File: config.mk
export PLATFORM = sky130hd
export DESIGN_NAME = sdi_stream_in
export DESIGN_NICKNAME = d
export VERILOG_FILES = /design/src/rtl/sdi_pkg.sv /design/src/rtl/sdi_sync.sv /design/src/rtl/sdi_deser.sv /design/src/rtl/sdi_fifo.sv /design/src/rtl/sdi_stream_in.sv
export SDC_FILE = /design/constraint.sdc
export NUM_CORES = 1
export LEC_CHECK = 0
export ABC_AREA = 0
export BUFFER_PORTS_ARGS = -buffer_cell sky130_fd_sc_hd__clkbuf_2
export CAP_MARGIN = 30
export CELL_PAD_IN_SITES_DETAIL_PLACEMENT = 0
export CELL_PAD_IN_SITES_GLOBAL_PLACEMENT = 2
export CORE_MARGIN = 1.5
export CORE_UTILIZATION = 35
export CTS_CLUSTER_DIAMETER = 40
export DETAILED_ROUTE_END_ITERATION = 10
export MAX_ROUTING_LAYER = met4
export PLACE_DENSITY_LB_ADDON = 0.05
export SYNTH_ARGS = -nofsm -noshare
export SYNTH_HDL_FRONTEND = slang
export SYNTH_SLANG_ARGS = --single-unit
File: constraint.sdc
create_clock -name clk -period 3.1 [get_ports clk]
set_input_delay 0.31 -clock clk [delete_from_list [all_inputs] [get_ports clk]]
set_output_delay 0.31 -clock clk [all_outputs]
set_load 0.05 [all_outputs]
File: src/rtl/sdi_pkg.sv
package sdi_pkg;

    localparam int unsigned BYTE_W = 8;

    typedef logic [BYTE_W-1:0] byte_t;

    // Shift one serial bit into a partially built byte in the selected order
    function automatic byte_t take_bit(byte_t sh, logic b, logic lsb_first);
        if (lsb_first) begin
            return {b, sh[BYTE_W-1:1]};
        end
        return {sh[BYTE_W-2:0], b};
    endfunction

endpackage

File: src/rtl/sdi_sync.sv
module sdi_sync #(
    parameter int unsigned W       = 1,
    parameter int unsigned STAGES  = 2,
    parameter logic [W-1:0] RST_VAL = '0
) (
    input  logic         clk,
    input  logic         rst_n,
    input  logic [W-1:0] d,
    output logic [W-1:0] q
);

    logic [W-1:0] stg_q [STAGES];
    logic [W-1:0] stg_d [STAGES];

    always_comb begin
        stg_d[0] = d;
        for (int i = 1; i < int'(STAGES); i++) begin
            stg_d[i] = stg_q[i-1];
        end
    end

    always_ff @(posedge clk or negedge rst_n) begin
        if (!rst_n) begin
            for (int i = 0; i < int'(STAGES); i++) begin
                stg_q[i] <= RST_VAL;
            end
        end else begin
            for (int i = 0; i < int'(STAGES); i++) begin
                stg_q[i] <= stg_d[i];
            end
        end
    end

    assign q = stg_q[STAGES-1];

endmodule

File: src/rtl/sdi_deser.sv
module sdi_deser
    import sdi_pkg::*;
(
    input  logic  clk,
    input  logic  rst_n,
    input  logic  sclk_s,
    input  logic  sdata_s,
    input  logic  sel_act,
    input  logic  fall_edge,
    input  logic  lsb_first,
    output logic  byte_vld_o,
    output byte_t byte_o
);

    localparam int unsigned CNT_W = $clog2(BYTE_W);
    localparam logic [CNT_W-1:0] LAST_BIT = CNT_W'(BYTE_W - 1);

    typedef struct packed {
        logic [CNT_W-1:0] cnt;
        byte_t            sh;
        logic             sclk_prev;
        logic             vld;
        byte_t            dout;
    } deser_t;

    localparam deser_t DESER_RST = '{cnt: '0, sh: '0, sclk_prev: 1'b0,
                                     vld: 1'b0, dout: '0};

    deser_t st_d, st_q;
    logic   hit;
    byte_t  nxt;

    always_comb begin
        st_d           = st_q;
        st_d.vld       = 1'b0;
        st_d.sclk_prev = sclk_s;
        hit = fall_edge ? (st_q.sclk_prev & ~sclk_s) : (~st_q.sclk_prev & sclk_s);
        nxt = take_bit(st_q.sh, sdata_s, lsb_first);
        if (!sel_act) begin
            st_d.cnt = '0;
            st_d.sh  = '0;
        end else if (hit) begin
            if (st_q.cnt == LAST_BIT) begin
                st_d.vld  = 1'b1;
                st_d.dout = nxt;
                st_d.cnt  = '0;
                st_d.sh   = '0;
            end else begin
                st_d.cnt = st_q.cnt + CNT_W'(1);
                st_d.sh  = nxt;
            end
        end
    end

    always_ff @(posedge clk or negedge rst_n) begin
        if (!rst_n) begin
            st_q <= DESER_RST;
        end else begin
            st_q <= st_d;
        end
    end

    assign byte_vld_o = st_q.vld;
    assign byte_o     = st_q.dout;

endmodule

File: src/rtl/sdi_fifo.sv
module sdi_fifo
    import sdi_pkg::*;
#(
    parameter int unsigned DEPTH  = 64,
    parameter int unsigned WINDOW = 32,
    localparam int unsigned AW    = $clog2(DEPTH),
    localparam int unsigned CW    = $clog2(DEPTH + 1)
) (
    input  logic          clk,
    input  logic          rst_n,
    input  logic          wr_i,
    input  byte_t         wr_data_i,
    input  logic          rd_i,
    output byte_t         rd_data_o,
    output logic          rd_valid_o,
    output logic          dreq_o,
    output logic          ovf_o,
    output logic [CW-1:0] level_o
);

    localparam logic [CW-1:0] FULL_LVL = CW'(DEPTH);
    localparam logic [CW-1:0] REQ_LVL  = CW'(DEPTH - WINDOW);
    localparam logic [AW-1:0] LAST_PTR = AW'(DEPTH - 1);

    typedef struct packed {
        logic [AW-1:0] wptr;
        logic [AW-1:0] rptr;
        logic [CW-1:0] level;
        logic          dreq;
        logic          ovf;
    } fifo_t;

    localparam fifo_t FIFO_RST = '{wptr: '0, rptr: '0, level: '0,
                                   dreq: (DEPTH >= WINDOW), ovf: 1'b0};

    fifo_t st_d, st_q;
    byte_t mem [DEPTH];
    logic  push, pop, full;

    always_comb begin
        st_d = st_q;
        full = (st_q.level == FULL_LVL);
        push = wr_i & ~full;
        pop  = rd_i & (st_q.level != '0);
        if (push) begin
            st_d.wptr = (st_q.wptr == LAST_PTR) ? '0 : st_q.wptr + AW'(1);
        end
        if (pop) begin
            st_d.rptr = (st_q.rptr == LAST_PTR) ? '0 : st_q.rptr + AW'(1);
        end
        st_d.level = st_q.level + CW'(push) - CW'(pop);
        st_d.ovf   = st_q.ovf | (wr_i & full);
        st_d.dreq  = (st_d.level <= REQ_LVL);
    end

    always_ff @(posedge clk or negedge rst_n) begin
        if (!rst_n) begin
            st_q <= FIFO_RST;
        end else begin
            st_q <= st_d;
        end
    end

    always_ff @(posedge clk) begin
        if (push) begin
            mem[st_q.wptr] <= wr_data_i;
        end
    end

    assign rd_data_o  = mem[st_q.rptr];
    assign rd_valid_o = (st_q.level != '0);
    assign dreq_o     = st_q.dreq;
    assign ovf_o      = st_q.ovf;
    assign level_o    = st_q.level;

endmodule

File: src/rtl/sdi_stream_in.sv
module sdi_stream_in
    import sdi_pkg::*;
#(
    parameter int unsigned DEPTH       = 64,
    parameter int unsigned WINDOW      = 32,
    parameter int unsigned SYNC_STAGES = 2
) (
    input  logic              clk,
    input  logic              rst_n,
    input  logic              sclk_i,
    input  logic              sdata_i,
    input  logic              dsel_n_i,
    input  logic              csel_n_i,
    input  logic              cfg_fall_edge_i,
    input  logic              cfg_lsb_first_i,
    input  logic              cfg_shared_sel_i,
    input  logic              rd_en_i,
    output logic [BYTE_W-1:0] rd_data_o,
    output logic              rd_valid_o,
    output logic              dreq_o,
    output logic              overflow_o
);

    localparam int unsigned CW = $clog2(DEPTH + 1);

    logic          sclk_s, sdata_s, dsel_n_s, csel_n_s;
    logic          sel_act;
    logic          byte_vld;
    byte_t         byte_dat;
    logic [CW-1:0] fifo_level;

    sdi_sync #(
        .W      (4),
        .STAGES (SYNC_STAGES),
        .RST_VAL(4'b0011)
    ) u_sync (
        .clk  (clk),
        .rst_n(rst_n),
        .d    ({sclk_i, sdata_i, dsel_n_i, csel_n_i}),
        .q    ({sclk_s, sdata_s, dsel_n_s, csel_n_s})
    );

    // Shared mode: data frame is the inverse of the active-low command select
    assign sel_act = cfg_shared_sel_i ? csel_n_s : ~dsel_n_s;

    sdi_deser u_deser (
        .clk       (clk),
        .rst_n     (rst_n),
        .sclk_s    (sclk_s),
        .sdata_s   (sdata_s),
        .sel_act   (sel_act),
        .fall_edge (cfg_fall_edge_i),
        .lsb_first (cfg_lsb_first_i),
        .byte_vld_o(byte_vld),
        .byte_o    (byte_dat)
    );

    sdi_fifo #(
        .DEPTH (DEPTH),
        .WINDOW(WINDOW)
    ) u_fifo (
        .clk       (clk),
        .rst_n     (rst_n),
        .wr_i      (byte_vld),
        .wr_data_i (byte_dat),
        .rd_i      (rd_en_i),
        .rd_data_o (rd_data_o),
        .rd_valid_o(rd_valid_o),
        .dreq_o    (dreq_o),
        .ovf_o     (overflow_o),
        .level_o   (fifo_level)
    );

endmodule


==> flow_summary.json, run 1 <==
{
  "status": "finished, violations left",
  "violations": "setup timing",
  "tightestPinTransition_ns": 0.861,
  "wire_per_inst_um": 25.4,
  "gp_congestion": 0.725,
  "worst_slew_margin_rel_pct": 42.6,
  "ant_nets": 0,
  "track_usage_pct": 19.0,
  "drtPass1Iterations": 5,
  "worstSetupPathType": "flop to output port",
  "fp.dieH_um": 254,
  "numCtsBuffers": 98,
  "die_w_um": 254,
  "leakagePower_uw": 0.00854,
  "finalWirelength_um": 58100,
  "cts_tree": "done",
  "setup_viol": 8,
  "final_cells": 2288,
  "dp_cells": 2065,
  "post-place-ws_ns": 0.0910,
  "synthCells": 1133,
  "initial_utilization_pct": 35.6,
  "num_rows": 91,
  "vias_per_cell": 4.99,
  "io_pins": 21,
  "synth_edf_count": 512,
  "grt.overflow.total": 0,
  "cap_violations": 0,
  "critPathCapture": "rd_data_o[5]",
  "yosys.area.top_type_share_pct": 69.5,
  "nets": 1389,
  "synth.avg_cell_area_um2": 19.5,
  "drive_above_1_share_pct": 38.0,
  "syn_area_um2": 22100,
  "clk_pin_slew_ns": 0.05,
  "post-route-period-util_pct": 106,
  "worst_ep_required_time_ns": 2.79,
  "syn_nets": 1157,
  "clock_path_buffers": 3,
  "finClkSkew_ns": 0.0324,
  "async_flop_share_pct": 8.90,
  "yosys-top-cells-area": "edfxtp_1 70%, mux4_2 10%, dfrtp_1 5.1%",
  "area_delta_synth_final_pct": 29.5,
  "startpoint": "u_fifo.st_q[9]",
  "grt_max_degree": 66,
  "ys_warn_count": 0,
  "clock_latency_ns": 0.64,
  "hold_viol_final": 0,
  "vias": 11400,
  "ctsHtreeMaxLevel": 3,
  "fin_ws_ns": -0.174,
  "reg2reg_from": "u_fifo.level_o[4]",
  "synth_common_cells": "512 x edfxtp_1, 101 x mux4_2, 77 x nor2_1",
  "synth_top_cell_by_area": "edfxtp_1",
  "post-dp-hpwl_um": 35200,
  "antenna_found_initial": 3,
  "root_buffer": "clkbuf_16",
  "fmax_mhz": 305,
  "synth_ff_type": "edfxtp_1",
  "ys_ff_latch": 562,
  "hold_path.class": "input pin to flop",
  "timing.rr.end": "u_fifo.dreq_o",
  "r2r_slack_ns": 0.20,
  "portBuffers": 20,
  "arrival_ns": 2.96,
  "slew_violations": 0,
  "r2r_cells": 11,
  "power_density_nw_per_um2": 863,
  "seq_area_frac_synth_pct": 75.2,
  "synth.most_common_cell": "edfxtp_1",
  "grt_pass1_wl_um": 84500,
  "peakVddDrop_mv": 0.496,
  "clkSinkCount": 562,
  "fillers": 5292,
  "end_kind": "output port",
  "first_global_vias": 12000,
  "drtIter0Drc": 686,
  "worstPathMaxFanout": 7,
  "final.min_clock_period_ns": 3.27,
  "dieArea_um2": 64700,
  "p_total_uw": 24700,
  "critPathLaunchType": "flop",
  "rsz0062_at_grt": "true",
  "drc": 0,
  "netlist-cell-type-count": 56,
  "fp.coreArea_um2": 62100
}
[cells in the final DEF (no fill, tap or decap), types with 7 or more instances in the layout]
master	instances
a211oi_2	7
a21oi_1	10
a22oi_2	13
buf_12	25
buf_16	11
buf_4	130
bufinv_16	13
clkbuf_1	9
clkbuf_16	99
clkbuf_2	12
clkinv_1	11
clkinv_2	17
clkinv_4	9
clkinvlp_4	10
dfrtp_1	33
dfrtp_2	10
edfxtp_1	512
ha_1	13
inv_1	15
inv_6	12
mux2i_1	46
mux2i_2	10
mux4_1	9
mux4_2	103
nand2_1	44
nand3_1	8
nor2_1	76
nor2b_1	8
o21ai_0	24
o22ai_1	15
[cell type report]
class	instances	area, µm²	share of cell area, %
Clock inverter	76	868	3.03
Inverter	15	56.3	0.196
Clock buffer	107	2490	8.68
Tap cell	837	1050	3.65
Antenna cell	3	7.51	0.0262
Sequential cell	562	16700	58.1
Timing Repair Buffer	191	2040	7.12
Multi-Input combinational cell	497	5500	19.2
[metrics by stage]
| stage | hold slack (ns) | TNS, ns | util [%] | area [µm²] |
|---|---|---|---|---|
| 6_report | 0.249 | -1.23 | 46.2 | 28700 |
| 5_1_grt | 0.251 | -2.10 | 46.2 | 28700 |
| 4_1_cts | 0.209 | -1.81 | 45.7 | 28400 |
| 3_5_place_dp | 0.337 | 0 | 39.0 | 24200 |
| 3_3_place_gp | 0.335 | 0 | 39.0 | 24200 |
| 2_1_floorplan | 0.0144 | 0 | - | 22100 |
[where the power goes]
| part | total, µW | switching [µW] | internal [µW] | leakage [µW] |
|---|---|---|---|---|
| registers | 8450 | 163 | 8290 | 0.00415 |
| clock network | 10800 | 3830 | 6940 | 0.00162 |
| logic | 5520 | 2980 | 2530 | 0.00277 |
[metal layers]
metal | track usage, % | up-vias | share of wire, %
li1 | - | 5125 | -
met1 | 25.3 | 6003 | 45
met2 | 30.1 | 220 | 49
met3 | 3.72 | 73 | 3.6
met4 | 5.12 | 0 | 1.8
met5 | - | - | 0
[cells by family after synthesis]
group,after synthesis,synth area share (%)
buffers and inverters,74,1.85
AOI/OAI and AO/OA,127,3.90
muxes,171,14.3
xor gates and xnor gates,10,0.396
adders and majority gates,14,0.826
and+or+nand+nor,175,3.56
DFF,562,75.2
[critical path, cell delays in order, from the launching register on]
cell,delay (ns)
dfrtp_4,0.45
buf_12,0.13
buf_16,0.15
mux4_2,0.51
a22o_4,0.27
a211oi_4,0.26
a21o_1,0.23
o22ai_4,0.12
buf_12,0.19
[worst min path at each step]
stage,end,slack [ns],cells past startpoint,startpoint
after floorplan,u_deser.byte_o[0],0.01,0,rst_n
after global placement,u_sync.q[3],0.33,0,u_sync.stg_d[3]
after detailed placement,u_sync.q[2],0.34,0,u_sync.stg_d[2]
after CTS,u_fifo.st_q[11],0.21,5,rd_en_i
after global routing,u_fifo.st_q[9],0.25,4,rd_en_i
final,u_deser.byte_o[3],0.25,3,cfg_lsb_first_i
[state kept, by name, summed over array words and instances (netlist names)]
register,count
u_deser.byte_vld_o,1
u_sync.q,4
u_sync.stg_d,4
u_fifo.st_q,12
u_deser.st_q,12
u_fifo.dreq_o,1
u_fifo.level_o,7
u_fifo.ovf_o,1
u_fifo.mem,512
u_deser.byte_o,8
[what timing repair did]
action | CTS | global route
hold endpoints to repair | 29 | 0
resized for setup | 70 | 39
endpoints found under the setup margin | 8 | 52
buffers inserted | 11 | 12
pin swaps | 15 | 13
hold buffers | 5 | 0
gates cloned | 9 | 1
Note: power is estimated with default switching activity, not from simulation.
==> inputs of run 2 (changes only) <==
--- a/config.mk
+++ b/config.mk
@@ -18,2 +18,3 @@
 export PLACE_DENSITY_LB_ADDON = 0.05
+export REMOVE_ABC_BUFFERS = 1
 export SYNTH_ARGS = -nofsm -noshare
==> constraint.sdc (replaced) <==
create_clock -name clk -period 3.1 [get_ports clk]
set_input_delay 0.62 -clock clk [delete_from_list [all_inputs] [get_ports clk]]
set_output_delay 0.62 -clock clk [all_outputs]
set_load 0.05 [all_outputs]
==> flow_summary.json, run 2 (synthesis results as in run 1) <==
{
  "post-dp-hpwl_um": 35800,
  "ctsHtreeMaxLevel": 3,
  "area_delta_synth_final_pct": 27.5,
  "finalWirelength_um": 56000,
  "dieArea_um2": 64700,
  "worst_ep_required_time_ns": 2.48,
  "root_buffer": "clkbuf_16",
  "status": "finished, violations left",
  "hp-start": "dsel_n_i",
  "final.min_clock_period_ns": 3.53,
  "drive_above_1_share_pct": 38.4,
  "antenna_found_initial": 0,
  "grt_max_degree": 38,
  "nets": 1403,
  "fp.coreArea_um2": 62100,
  "leakagePower_uw": 0.00837,
  "gp_congestion": 0.782,
  "grt.overflow.total": 0,
  "portBuffers": 20,
  "hold_viol_final": 0,
  "post-place-ws_ns": -0.000364,
  "vias": 11400,
  "fillers": 5350,
  "hold_path.class": "input pin to flop",
  "violations": "setup timing",
  "clkSinkCount": 562,
  "fmax_mhz": 283,
  "first_global_vias": 12100,
  "r2r_cells": 13,
  "drc": 0,
  "final_common_cell": "edfxtp_1",
  "die_w_um": 254,
  "post-route-util_pct": 45.4,
  "critPathLaunchType": "flop",
  "tightestPinTransition_ns": 0.890,
  "ant_nets": 0,
  "slew_violations": 0,
  "initial_utilization_pct": 35.6,
  "fin_ws_ns": -0.428,
  "post-route-period-util_pct": 114,
  "wire_per_inst_um": 24.5,
  "arrival_ns": 2.91,
  "dp_cells": 2098,
  "power_density_nw_per_um2": 822,
  "finClkSkew_ns": 0.0171,
  "largest_reg_flops": 512,
  "startpoint": "u_fifo.st_q[9]",
  "setup_viol": 8,
  "peakVddDrop_mv": 0.351,
  "final_cells": 2287,
  "vias_per_cell": 5.00,
  "numCtsBuffers": 86,
  "track_usage_pct": 18.3,
  "rsz0062_at_grt": "true",
  "largest-register": "u_fifo.mem",
  "layout_common_cells": "512 x edfxtp_1, 157 x buf_4, 105 x mux4_2",
  "clock_latency_ns": 0.61,
  "whs_path_depth": 1,
  "grt_pass1_wl_um": 82200,
  "clock_path_buffers": 3,
  "worstPathMaxFanout": 9,
  "drtPass1Iterations": 7,
  "reg2reg_from": "u_fifo.level_o[5]",
  "num_rows": 91,
  "io_pins": 21,
  "end_kind": "output port",
  "top_regs": "u_fifo.mem: 512 flops, u_deser.st_q: 12 flops, u_fifo.st_q: 12 flops",
  "worst_slew_margin_rel_pct": 40.7,
  "clk_pin_slew_ns": 0.06,
  "cap_violations": 0,
  "worstSetupPathType": "flop to output port",
  "fp.dieH_um": 254,
  "drtIter0Drc": 895,
  "cts_tree": "done"
}
## run 2: cell count changes in the layout (fill, tap and decap cells not counted), sizes merged
| cell | change |
|---|---|
| buf | +32 |
| bufbuf | -2 |
| bufinv | -7 |
| clkbuf | -5 |
| clkinv | -15 |
| clkinvlp | -4 |
| diode | -2 |
| dlygate4sd3 | -4 |
| inv | +6 |
## run 2: final cells by class
| cell class | count | area (µm²) | share of cell area, % |
|---|---|---|---|
| Sequential cell | 562 | 16700 | 59.1 |
| Multi-Input combinational cell | 497 | 5530 | 19.6 |
| Clock buffer | 102 | 2210 | 7.84 |
| Timing Repair Buffer | 217 | 2130 | 7.55 |
| Tap cell | 837 | 1050 | 3.71 |
| Clock inverter | 56 | 566 | 2.01 |
| Inverter | 15 | 56.3 | 0.200 |
| Antenna cell | 1 | 2.50 | 0.00887 |
## run 2: report_power, final
group / switching (µW) / internal (µW)
Sequential: 163 / 8290
Combinational: 2960 / 2560
Clock: 3530 / 5680
Total: 6650 / 16500
## run 2: timing repair
action	CTS	global route
hold buffers	0	1
pin swaps	24	8
endpoints found under the setup margin	14	9
resized for setup	87	31
endpoints found under the hold margin	0	28
gates cloned	2	1
setup buffers	20	10
## run 2: worst paths after layout
kind	end	slack [ns]
max reg2reg	u_fifo.dreq_o	0.22
min	u_sync.stg_d[1]	0.08
min in group asynchronous	u_sync.stg_d[2]	0.50
max	rd_data_o[3]	-0.43
min reg2reg	u_sync.q[3]	0.34
max in group asynchronous	u_sync.stg_d[0]	2.11
## run 2: worst max-delay path, stage by stage, from the launching register on
cell and delay [ns]:
dfrtp_4 0.53, buf_12 0.21, buf_6 0.12, mux4_2 0.49, a211oi_2 0.20, buf_4 0.14
nand2_1 0.07, a211o_4 0.36, buf_12 0.16
## run 2: through the flow
step	area [µm²]	total power (µW)	TNS (ns)	hold WS (ns)
after floorplan	21800	11200	-36.64	0.324
after global placement	24500	13500	-0.118	0.334
after detailed placement	24500	13500	-0.000908	0.335
after CTS	27900	23300	-3.69	0.0481
after global routing	28200	24100	-3.79	0.0646
final	28200	23200	-3.17	0.0844
## run 2: metal layers
metal / vias up / track usage, % / part of all wire (%)
li1: 5144 / - / -
met3: 84 / 2.90 / 3.5
met1: 5979 / 25.0 / 47
met5: - / - / 0
met2: 220 / 28.3 / 48
met4: 0 / 5.78 / 2.2
==> inputs of run 3 (changes only) <==
clock period = 2.9 ns   (was 3.1 ns; I/O delays follow)
==> flow_summary.json, run 3 (synthesis results as in run 1) <==
{
  "status": "finished, violations left",
  "violations": "setup timing",
  "clock_path_buffers": 3,
  "fin_ws_ns": -0.560,
  "whs_path_depth": 1,
  "portBuffers": 20,
  "multi_input_area_um2": 5670,
  "rsz0062_at_grt": "true",
  "grt_pass1_wl_um": 84700,
  "area_delta_synth_final_pct": 30.1,
  "path_delay_family": "compound AO/OA/AOI/OAI gates",
  "peakVddDrop_mv": 0.503,
  "clock_latency_ns": 0.63,
  "timing.rr.end": "u_fifo.dreq_o",
  "post-place-ws_ns": -0.253,
  "worst_ep_required_time_ns": 2.32,
  "internal_power_uw": 18600,
  "initial_utilization_pct": 35.6,
  "grt_max_degree": 66,
  "regArea_um2": 16700,
  "dp_cells": 2122,
  "vias_per_cell": 4.99,
  "slew_violations": 0,
  "p_seq_share_pct": 34.8,
  "clock_power_share_pct": 41.2,
  "wire_per_inst_um": 24.8,
  "power_density_nw_per_um2": 904,
  "hp-start": "sclk_i",
  "cap_violations": 0,
  "num_rows": 91,
  "hold_path.class": "input pin to flop",
  "finClkSkew_ns": 0.0187,
  "hold_slack_ns": 0.0596,
  "arrival_ns": 2.88,
  "drtPass1Iterations": 5,
  "die_w_um": 254,
  "post-route-period-util_pct": 119,
  "leakagePower_uw": 0.00861,
  "dieArea_um2": 64700,
  "setup_viol": 8,
  "hold_viol_final": 0,
  "slowest_delay_ns": 0.55,
  "ant_nets": 0,
  "fp.coreArea_um2": 62100,
  "p_comb_share_pct": 24.0,
  "p_total_uw": 26000,
  "worstPathMaxFanout": 8,
  "slowest_stage": "dfrtp_4",
  "largest-register": "u_fifo.mem",
  "end_kind": "output port",
  "drc": 0,
  "numCtsBuffers": 91,
  "drive_above_1_share_pct": 41.4,
  "layout_common_cells": "512 x edfxtp_1, 178 x buf_4, 102 x mux4_2",
  "cp_common_cell": "buf_12",
  "ctsHtreeMaxLevel": 3,
  "clk_pin_slew_ns": 0.05,
  "final.min_clock_period_ns": 3.46,
  "worst_slew_margin_rel_pct": 39.6,
  "final_common_cell": "edfxtp_1",
  "first_global_vias": 12100,
  "gp_congestion": 0.776,
  "post-dp-hpwl_um": 36800,
  "path_cells": "buf_12 -> buf_8 -> buf_6 -> mux4_2 -> a211oi_4 -> nand2_1 -> a211o_4 -> buf_12",
  "antenna_found_initial": 0,
  "grt.overflow.total": 0,
  "tns_ns": -4.19,
  "final_cells": 2317,
  "nets": 1431,
  "cts_tree": "done",
  "switching_share_pct": 28.4,
  "top_regs": "u_fifo.mem: 512 flops, u_deser.st_q: 12 flops, u_fifo.st_q: 12 flops",
  "io_pins": 21,
  "fillers": 5304,
  "critPathLaunchType": "flop",
  "vias": 11600,
  "clkSinkCount": 562,
  "p_switching_uw": 7380,
  "r2r_cells": 12,
  "r2r_slack_ns": 0.04,
  "drtIter0Drc": 816,
  "holdPathEnd": "u_sync.stg_d[3]",
  "tightestPinTransition_ns": 0.906,
  "worstSetupPathType": "flop to output port",
  "largest_reg_flops": 512,
  "reg2reg_from": "u_fifo.level_o[2]",
  "fmax_mhz": 289,
  "antennaDiodeCount": 0,
  "worst-path-buf-inv": 4,
  "root_buffer": "clkbuf_16",
  "finalWirelength_um": 57500,
  "fp.dieH_um": 254,
  "track_usage_pct": 18.9
}
-- run 3: cell count changes in the layout (fill, tap and decap cells not counted), moves of 7 or more --
cell	change
clkbuf_16	+8
mux2i_2	+10
buf_4	+21
mux2i_1	-12
clkbuf_1	-11
o22ai_1	-7
-- run 3: per-stage QoR --
| stage | utilization (%) | cell area [µm²] |
|---|---|---|
| detailed placement | 39.9 | 24800 |
| finish | 46.4 | 28800 |
| global route | 46.4 | 28800 |
| floorplan | - | 21800 |
| CTS | 46.0 | 28500 |
| global placement | 39.9 | 24800 |
-- run 3: timing repair --
item / in CTS / in global routing
setup buffers: 23 / 4
gates resized for setup: 99 / 38
pin swaps: 32 / 13
hold buffers: 2 / 1
cloned: 1 / 1
endpoints found under the hold margin: 2 / 29
endpoints found under the setup margin: 170 / 58
-- run 3: worst max path at each step --
stage,endpoint,start,slack (ns),cells past startpoint
2_1_floorplan,rd_data_o[5],u_fifo.st_q[9],-3.63,5
3_3_place_gp,u_fifo.dreq_o,u_fifo.level_o[5],-0.28,13
3_5_place_dp,u_fifo.dreq_o,u_fifo.level_o[4],-0.25,13
4_1_cts,rd_data_o[2],u_fifo.st_q[9],-0.61,8
5_1_grt,rd_data_o[2],u_fifo.st_q[9],-0.63,8
6_report,rd_data_o[4],u_fifo.st_q[10],-0.56,8
-- run 3: area by class of cell --
cell class                 count  area share [%]
timing repair buffer         240            7.91
multi-input combinational    497            19.7
inverter                      15           0.196
tap                          837            3.64
clock buffer                  99            8.24
sequential                   562            57.9
clock inverter                67            2.42
-- run 3: power by group through the flow --
stage	clock network [µW]	registers, µW	logic, µW
2_1_floorplan	0	9610	2370
3_3_place_gp	0	9220	5370
3_5_place_dp	0	9220	5330
4_1_cts	10900	9050	6150
5_1_grt	11300	9070	6630
6_report	10700	9050	6240
-- run 3: worst reg2reg max path, delay by kind of cell (launching register included) --
family | cells | cell delay, ns
buffers and inverters | 2 | 0.11
flip-flops | 1 | 0.37
AO/OA/AOI/OAI | 2 | 0.23
AND/OR/NAND/NOR | 3 | 0.96
XOR/XNOR | 1 | 0.16
adder cells (fa/ha/maj) | 4 | 0.95
-- run 3: layer usage --
metal	vias to the layer above	GRT usage, %	wire length [µm]	part of all wire (%)
li1	5209	-	-	-
met1	6067	26.0	26600	46
met2	218	29.1	27700	48
met3	74	3.15	2180	3.8
met4	0	5.54	1070	1.9
met5	-	-	0	0
